--- src/rtl/rsub_pkg.sv ---
package rsub_pkg;
  localparam int IDX_W = 3;
  localparam int SRC_W = 2;
  localparam int FMT_W = 3;

  localparam logic [SRC_W-1:0] SRC_NONE = 2'd0;
  localparam logic [SRC_W-1:0] SRC_STK  = 2'd1;
  localparam logic [SRC_W-1:0] SRC_MEM  = 2'd2;

  localparam logic [FMT_W-1:0] FMT_NONE = 3'd0;
  localparam logic [FMT_W-1:0] FMT_R32  = 3'd1;
  localparam logic [FMT_W-1:0] FMT_R64  = 3'd2;
  localparam logic [FMT_W-1:0] FMT_I32  = 3'd3;
  localparam logic [FMT_W-1:0] FMT_I16  = 3'd4;

  // form vector positions; the four memory forms come first
  localparam int N_MEMFORM   = 4;
  localparam int FRM_STI_ST0 = 4;  // slot i minus slot 0 -> slot 0
  localparam int FRM_ST0_STI = 5;  // slot 0 minus slot i -> slot i
  localparam int FRM_POPFORM = 6;  // as above, then pop
  localparam int N_FORM      = 7;

  typedef struct packed {
    logic             illegal;
    logic [SRC_W-1:0] min_src;
    logic [IDX_W-1:0] min_idx;
    logic [SRC_W-1:0] sub_src;
    logic [IDX_W-1:0] sub_idx;
    logic [IDX_W-1:0] dst_idx;
    logic [FMT_W-1:0] fmt;
    logic             int_cvt;
    logic             pop;
  } dec_t;
endpackage

--- src/rtl/rsub_modrm_fields.sv ---
module rsub_modrm_fields
  import rsub_pkg::*;
(
  input  logic [7:0]       modrm,
  output logic [1:0]       mod_f,
  output logic [2:0]       reg_f,
  output logic [IDX_W-1:0] rm_f,
  output logic             is_mem
);
  always_comb begin
    mod_f  = modrm[7:6];
    reg_f  = modrm[5:3];
    rm_f   = modrm[IDX_W-1:0];
    is_mem = (modrm[7:6] != 2'b11);
  end
endmodule

--- src/rtl/rsub_form_match.sv ---
module rsub_form_match
  import rsub_pkg::*;
#(
  parameter logic [7:0] OPC_R32   = 8'hD8,
  parameter logic [7:0] OPC_R64   = 8'hDC,
  parameter logic [7:0] OPC_I32   = 8'hDA,
  parameter logic [7:0] OPC_I16   = 8'hDE,
  parameter logic [2:0] EXT_MEM   = 3'd5,
  parameter logic [2:0] EXT_TOST0 = 3'd5,
  parameter logic [2:0] EXT_TOSTI = 3'd4
) (
  input  logic [7:0]        opcode,
  input  logic              is_mem,
  input  logic [2:0]        reg_f,
  output logic [N_FORM-1:0] hit
);
  localparam logic [8*N_MEMFORM-1:0] MEM_OPCS = {OPC_I16, OPC_I32, OPC_R64, OPC_R32};

  for (genvar g = 0; g < N_MEMFORM; g++) begin : g_mem
    assign hit[g] = is_mem && (reg_f == EXT_MEM) && (opcode == MEM_OPCS[g*8 +: 8]);
  end

  assign hit[FRM_STI_ST0] = !is_mem && (reg_f == EXT_TOST0) && (opcode == OPC_R32);
  assign hit[FRM_ST0_STI] = !is_mem && (reg_f == EXT_TOSTI) && (opcode == OPC_R64);
  assign hit[FRM_POPFORM] = !is_mem && (reg_f == EXT_TOSTI) && (opcode == OPC_I16);
endmodule

--- src/rtl/rsub_field_build.sv ---
module rsub_field_build
  import rsub_pkg::*;
(
  input  logic [N_FORM-1:0] hit,
  input  logic [IDX_W-1:0]  rm_f,
  output dec_t              dec
);
  localparam logic [FMT_W*N_MEMFORM-1:0] FMT_TBL = {FMT_I16, FMT_I32, FMT_R64, FMT_R32};
  localparam logic [N_MEMFORM-1:0]       CVT_TBL = 4'b1100;

  logic [FMT_W-1:0] fmt_sel;
  logic             cvt_sel;

  always_comb begin
    fmt_sel = FMT_NONE;
    cvt_sel = 1'b0;
    for (int k = 0; k < N_MEMFORM; k++) begin
      if (hit[k]) begin
        fmt_sel = FMT_TBL[k*FMT_W +: FMT_W];
        cvt_sel = CVT_TBL[k];
      end
    end
  end

  always_comb begin
    dec = '0;
    if (|hit[N_MEMFORM-1:0]) begin
      dec.min_src = SRC_MEM;
      dec.sub_src = SRC_STK;
      dec.fmt     = fmt_sel;
      dec.int_cvt = cvt_sel;
    end else if (hit[FRM_STI_ST0]) begin
      dec.min_src = SRC_STK;
      dec.min_idx = rm_f;
      dec.sub_src = SRC_STK;
    end else if (hit[FRM_ST0_STI] || hit[FRM_POPFORM]) begin
      dec.min_src = SRC_STK;
      dec.sub_src = SRC_STK;
      dec.sub_idx = rm_f;
      dec.dst_idx = rm_f;
      dec.pop     = hit[FRM_POPFORM];
    end else begin
      dec.illegal = 1'b1;
    end
  end
endmodule

--- src/rtl/rsub_out_stage.sv ---
module rsub_out_stage
  import rsub_pkg::*;
(
  input  logic clk,
  input  logic rst_n,
  input  logic in_valid,
  input  dec_t d,
  output logic out_valid,
  output dec_t q
);
  always_ff @(posedge clk or negedge rst_n) begin
    if (!rst_n) begin
      out_valid <= 1'b0;
      q         <= '0;
    end else begin
      out_valid <= in_valid;
      if (in_valid) q <= d;
    end
  end
endmodule

--- src/rtl/rsub_form_decoder.sv ---
module rsub_form_decoder
  import rsub_pkg::*;
#(
  parameter logic [7:0] OPC_R32   = 8'hD8,
  parameter logic [7:0] OPC_R64   = 8'hDC,
  parameter logic [7:0] OPC_I32   = 8'hDA,
  parameter logic [7:0] OPC_I16   = 8'hDE,
  parameter logic [2:0] EXT_MEM   = 3'd5,
  parameter logic [2:0] EXT_TOST0 = 3'd5,
  parameter logic [2:0] EXT_TOSTI = 3'd4
) (
  input  logic             clk,
  input  logic             rst_n,
  input  logic             in_valid,
  input  logic [7:0]       in_opcode,
  input  logic [7:0]       in_modrm,
  output logic             out_valid,
  output logic             out_illegal,
  output logic [SRC_W-1:0] out_min_src,
  output logic [IDX_W-1:0] out_min_idx,
  output logic [SRC_W-1:0] out_sub_src,
  output logic [IDX_W-1:0] out_sub_idx,
  output logic [IDX_W-1:0] out_dst_idx,
  output logic [FMT_W-1:0] out_mem_fmt,
  output logic             out_int_cvt,
  output logic             out_pop
);
  logic [1:0]        mod_f;
  logic [2:0]        reg_f;
  logic [IDX_W-1:0]  rm_f;
  logic              is_mem;
  logic [N_FORM-1:0] form_hit;
  dec_t              dec_c;
  dec_t              dec_q;

  rsub_modrm_fields i_fields (
    .modrm (in_modrm),
    .mod_f (mod_f),
    .reg_f (reg_f),
    .rm_f  (rm_f),
    .is_mem(is_mem)
  );

  rsub_form_match #(
    .OPC_R32  (OPC_R32),
    .OPC_R64  (OPC_R64),
    .OPC_I32  (OPC_I32),
    .OPC_I16  (OPC_I16),
    .EXT_MEM  (EXT_MEM),
    .EXT_TOST0(EXT_TOST0),
    .EXT_TOSTI(EXT_TOSTI)
  ) i_match (
    .opcode(in_opcode),
    .is_mem(is_mem),
    .reg_f (reg_f),
    .hit   (form_hit)
  );

  rsub_field_build i_build (
    .hit (form_hit),
    .rm_f(rm_f),
    .dec (dec_c)
  );

  rsub_out_stage i_stage (
    .clk      (clk),
    .rst_n    (rst_n),
    .in_valid (in_valid),
    .d        (dec_c),
    .out_valid(out_valid),
    .q        (dec_q)
  );

  assign out_illegal = dec_q.illegal;
  assign out_min_src = dec_q.min_src;
  assign out_min_idx = dec_q.min_idx;
  assign out_sub_src = dec_q.sub_src;
  assign out_sub_idx = dec_q.sub_idx;
  assign out_dst_idx = dec_q.dst_idx;
  assign out_mem_fmt = dec_q.fmt;
  assign out_int_cvt = dec_q.int_cvt;
  assign out_pop     = dec_q.pop;

  logic unused_mod;
  assign unused_mod = ^mod_f;
endmodule

--- config.mk ---
export PLATFORM = sky130hd
export DESIGN_NAME = rsub_form_decoder
export DESIGN_NICKNAME = d
export VERILOG_FILES = /design/src/rtl/rsub_pkg.sv /design/src/rtl/rsub_modrm_fields.sv /design/src/rtl/rsub_form_match.sv /design/src/rtl/rsub_field_build.sv /design/src/rtl/rsub_out_stage.sv /design/src/rtl/rsub_form_decoder.sv
export SDC_FILE = /design/constraint.sdc
export NUM_CORES = 1
export LEC_CHECK = 0
export ABC_AREA = 1
export BUFFER_PORTS_ARGS = -buffer_cell sky130_fd_sc_hd__buf_2
export CAP_MARGIN = 10
export CELL_PAD_IN_SITES_DETAIL_PLACEMENT = 0
export CELL_PAD_IN_SITES_GLOBAL_PLACEMENT = 1
export CORE_UTILIZATION = 39
export CTS_BUF_LIST = sky130_fd_sc_hd__clkbuf_4 sky130_fd_sc_hd__clkbuf_8
export CTS_CLUSTER_SIZE = 12
export DETAILED_ROUTE_END_ITERATION = 6
export PLACE_DENSITY_LB_ADDON = 0.1
export SLEW_MARGIN = 0
export SYNTH_ARGS = -nofsm -noshare
export SYNTH_HDL_FRONTEND = slang
export SYNTH_HIERARCHICAL = 1
export SYNTH_SLANG_ARGS = --single-unit
--- constraint.sdc ---
create_clock -name clk -period 1.34 [get_ports clk]
set_input_delay 0.268 -clock clk [delete_from_list [all_inputs] [get_ports clk]]
set_output_delay 0.268 -clock clk [all_outputs]
set_load 0.02 [all_outputs]
# Word level (Yosys, flattened, before mapping)
# Index checks and enable logic that the tools add are counted.
[totals] regBits=20 input_bits=19 output_inout_bits=20 wordCells=53
[classes] eq_ne=7 muxes=23 n_reduce_logical=13
[ops] cell="$eq 8x8->1 const B" n=4
[ops] cell="$mux 3" n=5
[ops] cell="$mux 6" n=2
[ops] cell="$logic_and 1x1->1" n=10
[ops] cell="$mux 1" n=10
[ops] cell="$mux 2" n=4
[ops] cell="$mux 7" n=1
[ops] cell="$eq 3x3->1 const B" n=2
[ops] cell="$mux 4" n=1
[ops] cell="$reduce_or 4->1" n=1
[ops] cell="$ne 2x2->1 const B" n=1
[ops] cell="$logic_not 1->1" n=1
[ops] cell="$logic_or 1x1->1" n=1

# Depth between registers and ports, before layout
# Gate-level depths: netlist of the first run.
[depth] word_depth=8 ltp_mapped=12 depth_no_buf=11

# Cells and area by module
# Netlist of the first run, hierarchy kept.
[modules_own_cells] mod="rsub_out_stage" n_inst=1 cells_per_inst=81 area_each_um2=763.2 seq_area_each_um2=500.5
[modules_own_cells] mod="rsub_field_build" n_inst=1 cells_per_inst=48 area_each_um2=224.0 seq_area_each_um2=0.0
[modules_own_cells] mod="rsub_form_match" n_inst=1 cells_per_inst=32 area_each_um2=138.9 seq_area_each_um2=0.0
[modules_own_cells] mod="rsub_modrm_fields" n_inst=1 cells_per_inst=9 area_each_um2=63.8 seq_area_each_um2=0.0

# Worst setup path after synthesis of the first run
# No wires, ideal clock.
[synth_timing] path_kind="input to register" from="in in_modrm[4]" to="reg i_stage/q[10] in the netlist's numbering" setup_ps=117 t_arrival_ps=1380 required_time_ps=1223 slack_ps=-157 cell_stages=11 n_path_buf=3 path_cell_list="buf_4 inv_1 nand4_1 nor2_1 nor2_1 nand2_1 buf_6 nor2_2 buf_4 nand2_1 nand2_1"
[synth_lines] element="from (decl)" line_no="rsub_form_decoder.sv:16" rtl="input logic [7:0] in_modrm,"
[synth_lines] element="to (signal assigned)" line_no="rsub_out_stage.sv:14" rtl="q <= '0;"
[synth_lines] element="to (signal assigned)" line_no="rsub_out_stage.sv:17" rtl="if (in_valid) q <= d;"
[synth_lines] element="to (decl)" line_no="rsub_out_stage.sv:9" rtl="output dec_t q"

==> results of run 1 <==
## area by class of cell
class                      count  share of cell area (%)
timing repair buffer          43                   17.68
sequential                    20                   36.46
clock buffer                   4                   2.644
multi-input combinational    115                   35.73
tap                           31                   2.826
inverter                      17                   4.649
## through the flow
stage | power (uW) | std cells | instance area [um^2] | TNS, ns
3_5_place_dp | 732.5 | 225 | 1326 | -1.856
2_1_floorplan | 704.5 | 168 | 1207 | -0.07645
5_1_grt | 1121 | 230 | 1373 | 0
6_report | 1063 | 230 | 1373 | 0
3_3_place_gp | 728.8 | 225 | 1326 | -1.383
4_1_cts | 1079 | 230 | 1373 | 0
## power by group through the flow
stage / Clock, uW / Combinational, uW / Sequential [uW]
after global routing: 383 / 123 / 614
after detailed placement: 0 / 108 / 624
after global placement: 0 / 105 / 624
final: 344 / 107 / 612
after floorplan: 0 / 71.4 / 633
after CTS: 356 / 110 / 613
## worst max path at each step
stage | endpoint | cells past startpoint | slack, ns | from
floorplan | i_stage/q[10] | 11 | -0.03 | in_modrm[4]
global placement | i_stage/q[11] | 11 | -0.12 | in_modrm[6]
detailed placement | i_stage/q[0] | 10 | -0.15 | in_modrm[6]
CTS | i_stage/q[11] | 11 | 0.16 | in_modrm[6]
global route | i_stage/q[5] | 11 | 0.02 | in_modrm[6]
finish | i_stage/q[11] | 11 | 0.18 | in_modrm[6]
## registers in the layout, indices dropped and copies added (netlist names)
register           flops
i_stage/out_valid      1
i_stage/q             19
## metal layers
layer | vias up | global-route usage [%]
li1 | 540 | -
met1 | 461 | 17.75
met2 | 22 | 28.57
met3 | 2 | 1.382
met4 | 0 | 6.272
met5 | - | 0
## cell usage in the layout, fill, tap and decap left out, drive strengths merged
cell type,n
nor2,29
nand4,2
nand3,2
conb,1
dlygate4sd3,1
nand2,80
a21oi,1
buf,42
inv,17
dfrtp,20
clkbuf,4
## repair_timing
item,4_1_cts,5_1_grt
hold buffers,1,0
endpoints found under the hold margin,20,0
gates resized for setup,0,0
buffers inserted,0,0
==> run metrics, run 1 <==
run status=finished, violations left; failing checks=DRC; total wire length=2148 um; FP Rows=19; Worst Path Required=1.57 ns; via density per instance=4.457; Flop pwr share=57.6%; CTS buffer count=3; core area=2805 um^2; IO Pins=39; initial drt markers=25; clock sink count=20; Max Transition Viols Final=0; reg2reg end=i_stage/q[5]; Final setup viols=0; Layout fillers=310; RSZ-0062 raised after global routing=false; CP Data Arrival Time=1.40 ns; IO Port Bufs=38; metal3 WL=54 um; R2R Path Start=i_stage/q[5]; FMAX=0.8609 GHz; Worst VDD drop=0.0002334 V; metal2 WL=1154 um; yosys warns=6; Hold Crit Class=in -> reg; multi-input gate area in the final layout=490.5 um^2; Syn Inst Count=168; die height=56.89 um; max_cap viols=0; Cell Pwr Density=774.6 nW/um^2; first-pass GRT wire length=3898 um; met1 wire length=916 um; fin nets=219; Worst-path clk slew=0.12 ns; Crit Path Category=in -> reg; CP Capture Type=register; CTS tree=built; switching share of power=23.57%; Final GP Congestion=0.7867; syn_area_per_cell=6.993 um^2; top layer used by detailed routing=met4; Register Area=500.5 um^2; Min-Delay Path Depth=1; Layout area overhead=16.83%; fin crit period=1.162 ns; post-layout util=48.93%; TritonRoute pass-1 iters=6; most used cell, CP=nand2_1; Lkg Pwr=0.0008290 uW; layout cells sized above 1=29.15%; via count=1025; fin worst setup slack=0.1785 ns; number of hold violations in the final report=0; Detailed Place HPWL=1686 um; period utilisation layout=86.68%; logic gate share of total power=10.0%; H-Tree Depth=1; largest net degree at the start of global routing=22; ANT cells=0; clock network power share=32.4%; Worst Min Path Start=in_valid; Critical Path Source Type=primary input; DRC=8; Worst Path Buf+Inv=3; max incr delay on CP=0.20 ns; post-route ant nets=0; Clock Tree Root=clkbuf_4; WL/cell=9.339 um; CP Cell Sequence=buf_2, nand2_1, nand4_1, nor2_1, nor2_1, nand2_1, buf_12, inv_1, nand2_1, nand2_1, nand2_1; clk buf depth=2; pre-CTS setup slack=-0.1536 ns; GRT Total Usage=15.35%; vias in the first global route=960; worst r2r path cells=2; synthesized net count=187; Int Power=812.6 uW; cell area after synthesis=1175 um^2; die outline area=3236 um^2; Hold EP=i_stage/out_valid; Die Wd=56.89 um; Initial Utilization=41.88%; clk_lat worst skew=0.29 ns; GRT overflow=0; crit-path max FO=11; initial antenna violation count=0; Net Switching=250.6 uW; Setup Skew=0 ns; FF-to-FF setup slack=0.71 ns; Fin Hold WS=0.2886 ns; CP top delay family=simple AND/OR/NAND/NOR gates; CP max-delay cell=nand4_1
(Power assumes the default switching activity.)
==> run 2: changes to the inputs <==
- ABC_AREA: 1 -> unset
- CORE_UTILIZATION: 39 -> 43
==> run 2 against run 1 <==
Effect of this change:
- the flow finishes with violations (setup timing)
- first-iteration DRC count shrank 72%
- sequential power is essentially flat
- clock skew is the same
- worst hold slack lost 0.17 ns
- die area shrank 12%
- final cell count shrank 27%
- clock-buffer cell count shrank 1
- synthesized area shrank 3.5%
- via count shrank 18%
- sequential cell count is the same
- global-route usage grew 3.0 points
- combinational power grew 49%
- critical path type unchanged
- largest power group unchanged
==> run metrics, run 2 <==
most used cell, CP=buf_6 (was nand2_1); Layout area overhead=45.47% (was 16.83%); Max Transition Viols Final=0 (unchanged); Final GP Congestion=0.8127 (was 0.7867); Syn Inst Count=91 (was 168); clk_lat worst skew=0.29 ns (about the same); FP Rows=18 (was 19); die outline area=2846 um^2 (was 3236 um^2); CTS tree=built (unchanged); Final setup viols=14 (was 0); switching share of power=23.28% (was 23.57%); Setup Skew=0 ns (unchanged); TritonRoute pass-1 iters=4 (was 6); vias in the first global route=831 (was 960); Finished Layout Cells=167 (was 230); fin nets=158 (was 219); period utilisation layout=111.6% (was 86.68%); IO Pins=39 (unchanged); Largest Register=i_stage/q (unchanged); Worst-path clk slew=0.10 ns (was 0.12 ns); fin crit period=1.496 ns (was 1.162 ns); Detailed Place HPWL=1583 um (was 1686 um); IO Port Bufs=38 (unchanged); synthesized net count=110 (was 187); largest net degree at the start of global routing=21 (was 22); metal2 WL=1127 um (was 1154 um); CP Data Arrival Time=1.69 ns (was 1.40 ns); max_cap viols=0 (unchanged); CP Capture Type=register (unchanged); CTS buffer count=3 (unchanged); first-pass GRT wire length=3643 um (was 3898 um); Crit Path Category=in -> reg (unchanged); Cells after DPL=161 (was 225); crit-path max FO=6 (was 11); layout cells sized above 1=75.18% (was 29.15%); CP Cell Sequence=buf_6, nand4b_1, buf_6, nor4_4, nor4_4, inv_2, buf_6, nor3b_2, mux2_4 (was buf_2, nand2_1, nand4_1, nor2_1, nor2_1, nand2_1, buf_12, inv_1, nand2_1, nand2_1, nand2_1); Critical Path Source Type=primary input (unchanged); via density per instance=5.054 (was 4.457); met1 wire length=1026 um (was 916 um); Worst VDD drop=0.0008030 V (was 0.0002334 V); number of hold violations in the final report=0 (unchanged); Die Wd=53.35 um (was 56.89 um); clock network power share=26.4% (was 32.4%); Regs by FF count=i_stage/q x19, i_stage/out_valid x1 (unchanged); cell area after synthesis=1134 um^2 (was 1175 um^2); top layer used by detailed routing=met4 (unchanged); post-route ant nets=0 (unchanged); clk buf depth=2 (unchanged); run status=finished, violations left (unchanged); H-Tree Depth=1 (unchanged); total wire length=2295 um (was 2148 um); via count=844 (was 1025); CP max-delay cell=nor4_4 (was nand4_1); metal3 WL=118 um (was 54 um); fin worst setup slack=-0.1557 ns (was 0.1785 ns); Flop pwr share=58.4% (was 57.6%); FMAX=0.6686 GHz (was 0.8609 GHz); Hold Crit Class=in -> reg (unchanged); most frequent cells in the layout=buf_2, dfrtp_1, buf_6, mux2_4, buf_4 (was nand2_1, buf_2, nor2_1); GRT overflow=0 (unchanged); failing checks=setup timing (was DRC); die height=53.35 um (was 56.89 um); logic gate share of total power=15.2% (was 10.0%); Int Power=800.7 uW (was 812.6 uW); Cell Pwr Density=632.9 nW/um^2 (was 774.6 nW/um^2); Initial Utilization=45.76% (was 41.88%); ANT cells=0 (unchanged); yosys warns=6 (unchanged); Worst Path Required=1.53 ns (was 1.57 ns); clock sink count=20 (unchanged); core area=2477 um^2 (was 2805 um^2); Fin Hold WS=0.1144 ns (was 0.2886 ns); GRT Total Usage=18.35% (was 15.35%); Lkg Pwr=0.0008797 uW (was 0.0008290 uW); WL/cell=13.74 um (was 9.339 um); Clock Tree Root=clkbuf_4 (unchanged); initial drt markers=7 (was 25); max reg flops=19 (unchanged); syn_area_per_cell=12.46 um^2 (was 6.993 um^2); DRC=0 (was 8); RSZ-0062 raised after global routing=true (was false); max incr delay on CP=0.32 ns (was 0.20 ns); initial antenna violation count=0 (unchanged); most common cell after layout, fill and taps aside=buf_2 (was nand2_1); Net Switching=243.0 uW (was 250.6 uW)
==> run 2: metal layers <==
layer	track usage (%)	up-vias
met4	6.579	0
met2	28.96	24
met1	22.43	410
li1	-	406
met3	6.897	4
met5	0	-
==> run 2: metrics by stage <==
step	setup WS [ns]	cell area, um^2	setup TNS [ns]	power [uW]	utilization [%]
2_1_floorplan	-0.6191	1160	-8.505	695.0	-
3_5_place_dp	-0.6540	1396	-7.838	734.9	56.36
6_report	-0.1557	1649	-1.448	1044	66.57
3_3_place_gp	-0.6903	1396	-7.768	732.9	56.36
4_1_cts	-0.1346	1623	-1.364	1046	65.51
5_1_grt	-0.2049	1649	-2.060	1099	66.57
==> run 2: final timing paths <==
path | from | end | slack (ns) | depth (start not counted)
min | in_valid | i_stage/out_valid | 0.11 | 1
max reg2reg | i_stage/q[5] | i_stage/q[5] | 0.56 | 1
max in group asynchronous | rst_n | i_stage/q[18] | 0.61 | 2
min reg2reg | i_stage/q[12] | i_stage/q[12] | 0.51 | 1
min in group asynchronous | rst_n | i_stage/q[3] | 0.43 | 2
max | in_modrm[4] | i_stage/q[0] | -0.16 | 9
==> run 2: repair_timing <==
item / in CTS / in global routing
hold buffers: 1 / 0
cloned: 0 / 0
endpoints found under the setup margin: 14 / 15
pin swaps: 9 / 3
resized for setup: 37 / 7
setup buffers: 3 / 0
endpoints found under the hold margin: 20 / 0
==> run 2: area by class of cell <==
type	count	area, um^2
clock buffer	3	22.52
fill	208	828.3
inverter	3	11.26
multi-input combinational	54	640.6
sequential	20	500.5
tap	30	37.54
timing repair buffer	57	436.7
==> run 2: power groups by stage <==
stage	Combinational (uW)	Sequential, uW	Clock [uW]
finish	159	610	275
detailed placement	113	622	0
floorplan	66.5	628	0
CTS	151	610	285
global placement	111	622	0
global route	170	611	318
==> run 2: critical path, delay by kind of cell <==
kind / cells / cell delay, ns
and+or+nand+nor: 4 / 0.64
buffers and inverters: 4 / 0.52
muxes: 1 / 0.25
==> run 3: changes to the inputs <==
- TNS_END_PERCENT: unset -> 1
==> run 3 against run 2 <==
Effect of this change:
- the flow still finishes with violations (setup timing)
- sequential power barely moved
- fmax down 4.4%
- non-clock buffer count fell by 1
- highest routed layer unchanged
- clock-buffer cell count up 1
- register-to-register slack hardly changed
- worst hold slack better by 0.071 ns
==> run metrics, run 3 (synthesis gave the netlist of run 2 again) <==
run status=finished, violations left (unchanged); failing checks=setup timing (unchanged); layout cells sized above 1=71.53% (was 75.18%); Layout area overhead=34.00% (was 45.47%); CTS tree=built (unchanged); Final GP Congestion=0.6957 (was 0.8127); pre-CTS setup slack=-0.6923 ns (was -0.6540 ns); Net Switching=245.3 uW (was 243.0 uW); Clock Tree Root=clkbuf_4 (unchanged); IO Pins=39 (unchanged); Die Wd=53.35 um (unchanged); Crit Path Category=in -> reg (unchanged); CP top delay family=buffers and inverters (was simple AND/OR/NAND/NOR gates); CTS buffer count=3 (unchanged); via count=825 (was 844); Detailed Place HPWL=1637 um (was 1583 um); DRC=0 (unchanged); ANT cells=0 (unchanged); CP Cell Sequence=buf_2, nand4b_1, buf_6, nor4_4, buf_4, nor4_4, inv_2, buf_4, nor2_1, mux2_4 (was buf_6, nand4b_1, buf_6, nor4_4, nor4_4, inv_2, buf_6, nor3b_2, mux2_4); initial drt markers=4 (was 7); Critical Path Source Type=primary input (unchanged); WL/cell=12.93 um (was 13.74 um); die height=53.35 um (unchanged); Worst VDD drop=0.0007109 V (was 0.0008030 V); initial antenna violation count=0 (unchanged); crit-path max FO=6 (unchanged); GR Util met2=25.83% (was 28.96%); RSZ-0062 raised after global routing=true (unchanged); die outline area=2846 um^2 (unchanged); total wire length=2159 um (was 2295 um); Worst Path Required=1.53 ns (about the same); met1 GRT Util=21.75% (was 22.43%); Worst Path Buf+Inv=5 (was 4); CP Capture Type=register (unchanged); Hold Crit Class=in -> reg (unchanged); most frequent cells in the layout=buf_2, dfrtp_1, buf_4 (was buf_2, dfrtp_1, buf_6, mux2_4, buf_4); TritonRoute pass-1 iters=3 (was 4); fin worst setup slack=-0.2239 ns (was -0.1557 ns); fin nets=157 (was 158); largest net degree at the start of global routing=21 (unchanged); GRT Total Usage=16.85% (was 18.35%); via density per instance=4.940 (was 5.054); Int Power=834.1 uW (was 800.7 uW); number of hold violations in the final report=0 (unchanged); period utilisation layout=116.7% (was 111.6%); switching share of power=22.72% (was 23.28%); GRT overflow=0 (unchanged); Cell Pwr Density=710.6 nW/um^2 (was 632.9 nW/um^2); most common cell after layout, fill and taps aside=buf_2 (unchanged); first-pass GRT wire length=3332 um (was 3643 um); Cells after DPL=161 (unchanged); FMAX=0.6394 GHz (was 0.6686 GHz); IO Port Bufs=38 (unchanged); Lkg Pwr=0.0008178 uW (was 0.0008797 uW); Worst-path clk slew=0.11 ns (was 0.10 ns); Final setup viols=15 (was 14); gr busiest metal=met2 (unchanged); max incr delay on CP=0.24 ns (was 0.32 ns); Max Transition Viols Final=0 (unchanged); met3 Usage GRT=5.172% (was 6.897%); logic gate share of total power=11.6% (was 15.2%); Setup Skew=0 ns (unchanged); max_cap viols=0 (unchanged); core area=2477 um^2 (unchanged); clk_lat worst skew=0.30 ns (was 0.29 ns); clk buf depth=2 (unchanged); Flop pwr share=56.5% (was 58.4%); CP Data Arrival Time=1.75 ns (was 1.69 ns); clock network power share=31.9% (was 26.4%); H-Tree Depth=1 (unchanged); vias in the first global route=758 (was 831); Largest Register=i_stage/q (unchanged); CP max-delay cell=nor4_4 (unchanged); Finished Layout Cells=167 (unchanged); post-route ant nets=0 (unchanged); Regs by FF count=i_stage/q x19, i_stage/out_valid x1 (unchanged); FP Rows=18 (unchanged); fin crit period=1.564 ns (was 1.496 ns); Initial Utilization=45.76% (unchanged); max reg flops=19 (unchanged); clock sink count=20 (unchanged)
[run 3: cell types whose count changed in the layout (fill, tap and decap cells not counted), sizes merged]
| cell | previous run | this run |
|---|---|---|
| buf | 56 | 55 |
| clkbuf | 3 | 4 |
[run 3: repair_timing]
item,in CTS,in global routing
gates cloned,0,0
setup endpoints to repair,16,16
gates resized for setup,5,8
hold endpoints to repair,20,0
hold buffers,1,0
pin swaps,2,1
buffers inserted,0,1
[run 3: final cells by class]
| type | instances | area [um^2] |
|---|---|---|
| tap | 30 | 37.54 |
| fill | 224 | 958.4 |
| clock buffer | 4 | 36.28 |
| sequential | 20 | 500.5 |
| timing repair buffer | 56 | 347.8 |
| multi-input combinational | 54 | 585.6 |
| inverter | 3 | 11.26 |
[run 3: power groups by stage]
stage	combinational, uW	clock, uW	sequential, uW
2_1_floorplan	66.2	0	628
3_3_place_gp	110	0	622
3_5_place_dp	113	0	622
4_1_cts	119	362	610
5_1_grt	137	396	611
6_report	125	344	610
[run 3: path summary, 6_finish.rpt]
check	startpoint	endpoint	slack, ns	depth (start not counted)
setup / recovery	in_modrm[4]	i_stage/q[16]	-0.22	10
hold / removal	in_valid	i_stage/out_valid	0.18	1
setup reg to reg	i_stage/q[13]	i_stage/q[13]	0.56	1
hold reg to reg	i_stage/q[12]	i_stage/q[12]	0.52	1
max in group asynchronous	rst_n	i_stage/q[1]	0.61	2
min in group asynchronous	rst_n	i_stage/q[5]	0.42	2
[run 3: per-stage QoR]
stage	TNS, ns	util, %	instance area, um^2	hold WS [ns]	power (uW)
global route	-3.308	61.31	1519	0.1657	1144
global placement	-8.430	56.36	1396	0.2296	731.9
detailed placement	-8.597	56.36	1396	0.2415	735.0
floorplan	-8.510	-	1157	-0.02759	694.7
CTS	-2.325	59.49	1474	0.1791	1092
finish	-2.364	61.31	1519	0.1850	1079
[run 3: per-layer routing]
| layer | vias to the layer above | part of all wire [%] |
|---|---|---|
| met5 | - | 0 |
| met3 | 2 | 3.4 |
| li1 | 409 | - |
| met2 | 20 | 48 |
| met1 | 394 | 48 |
| met4 | 0 | 0.46 |
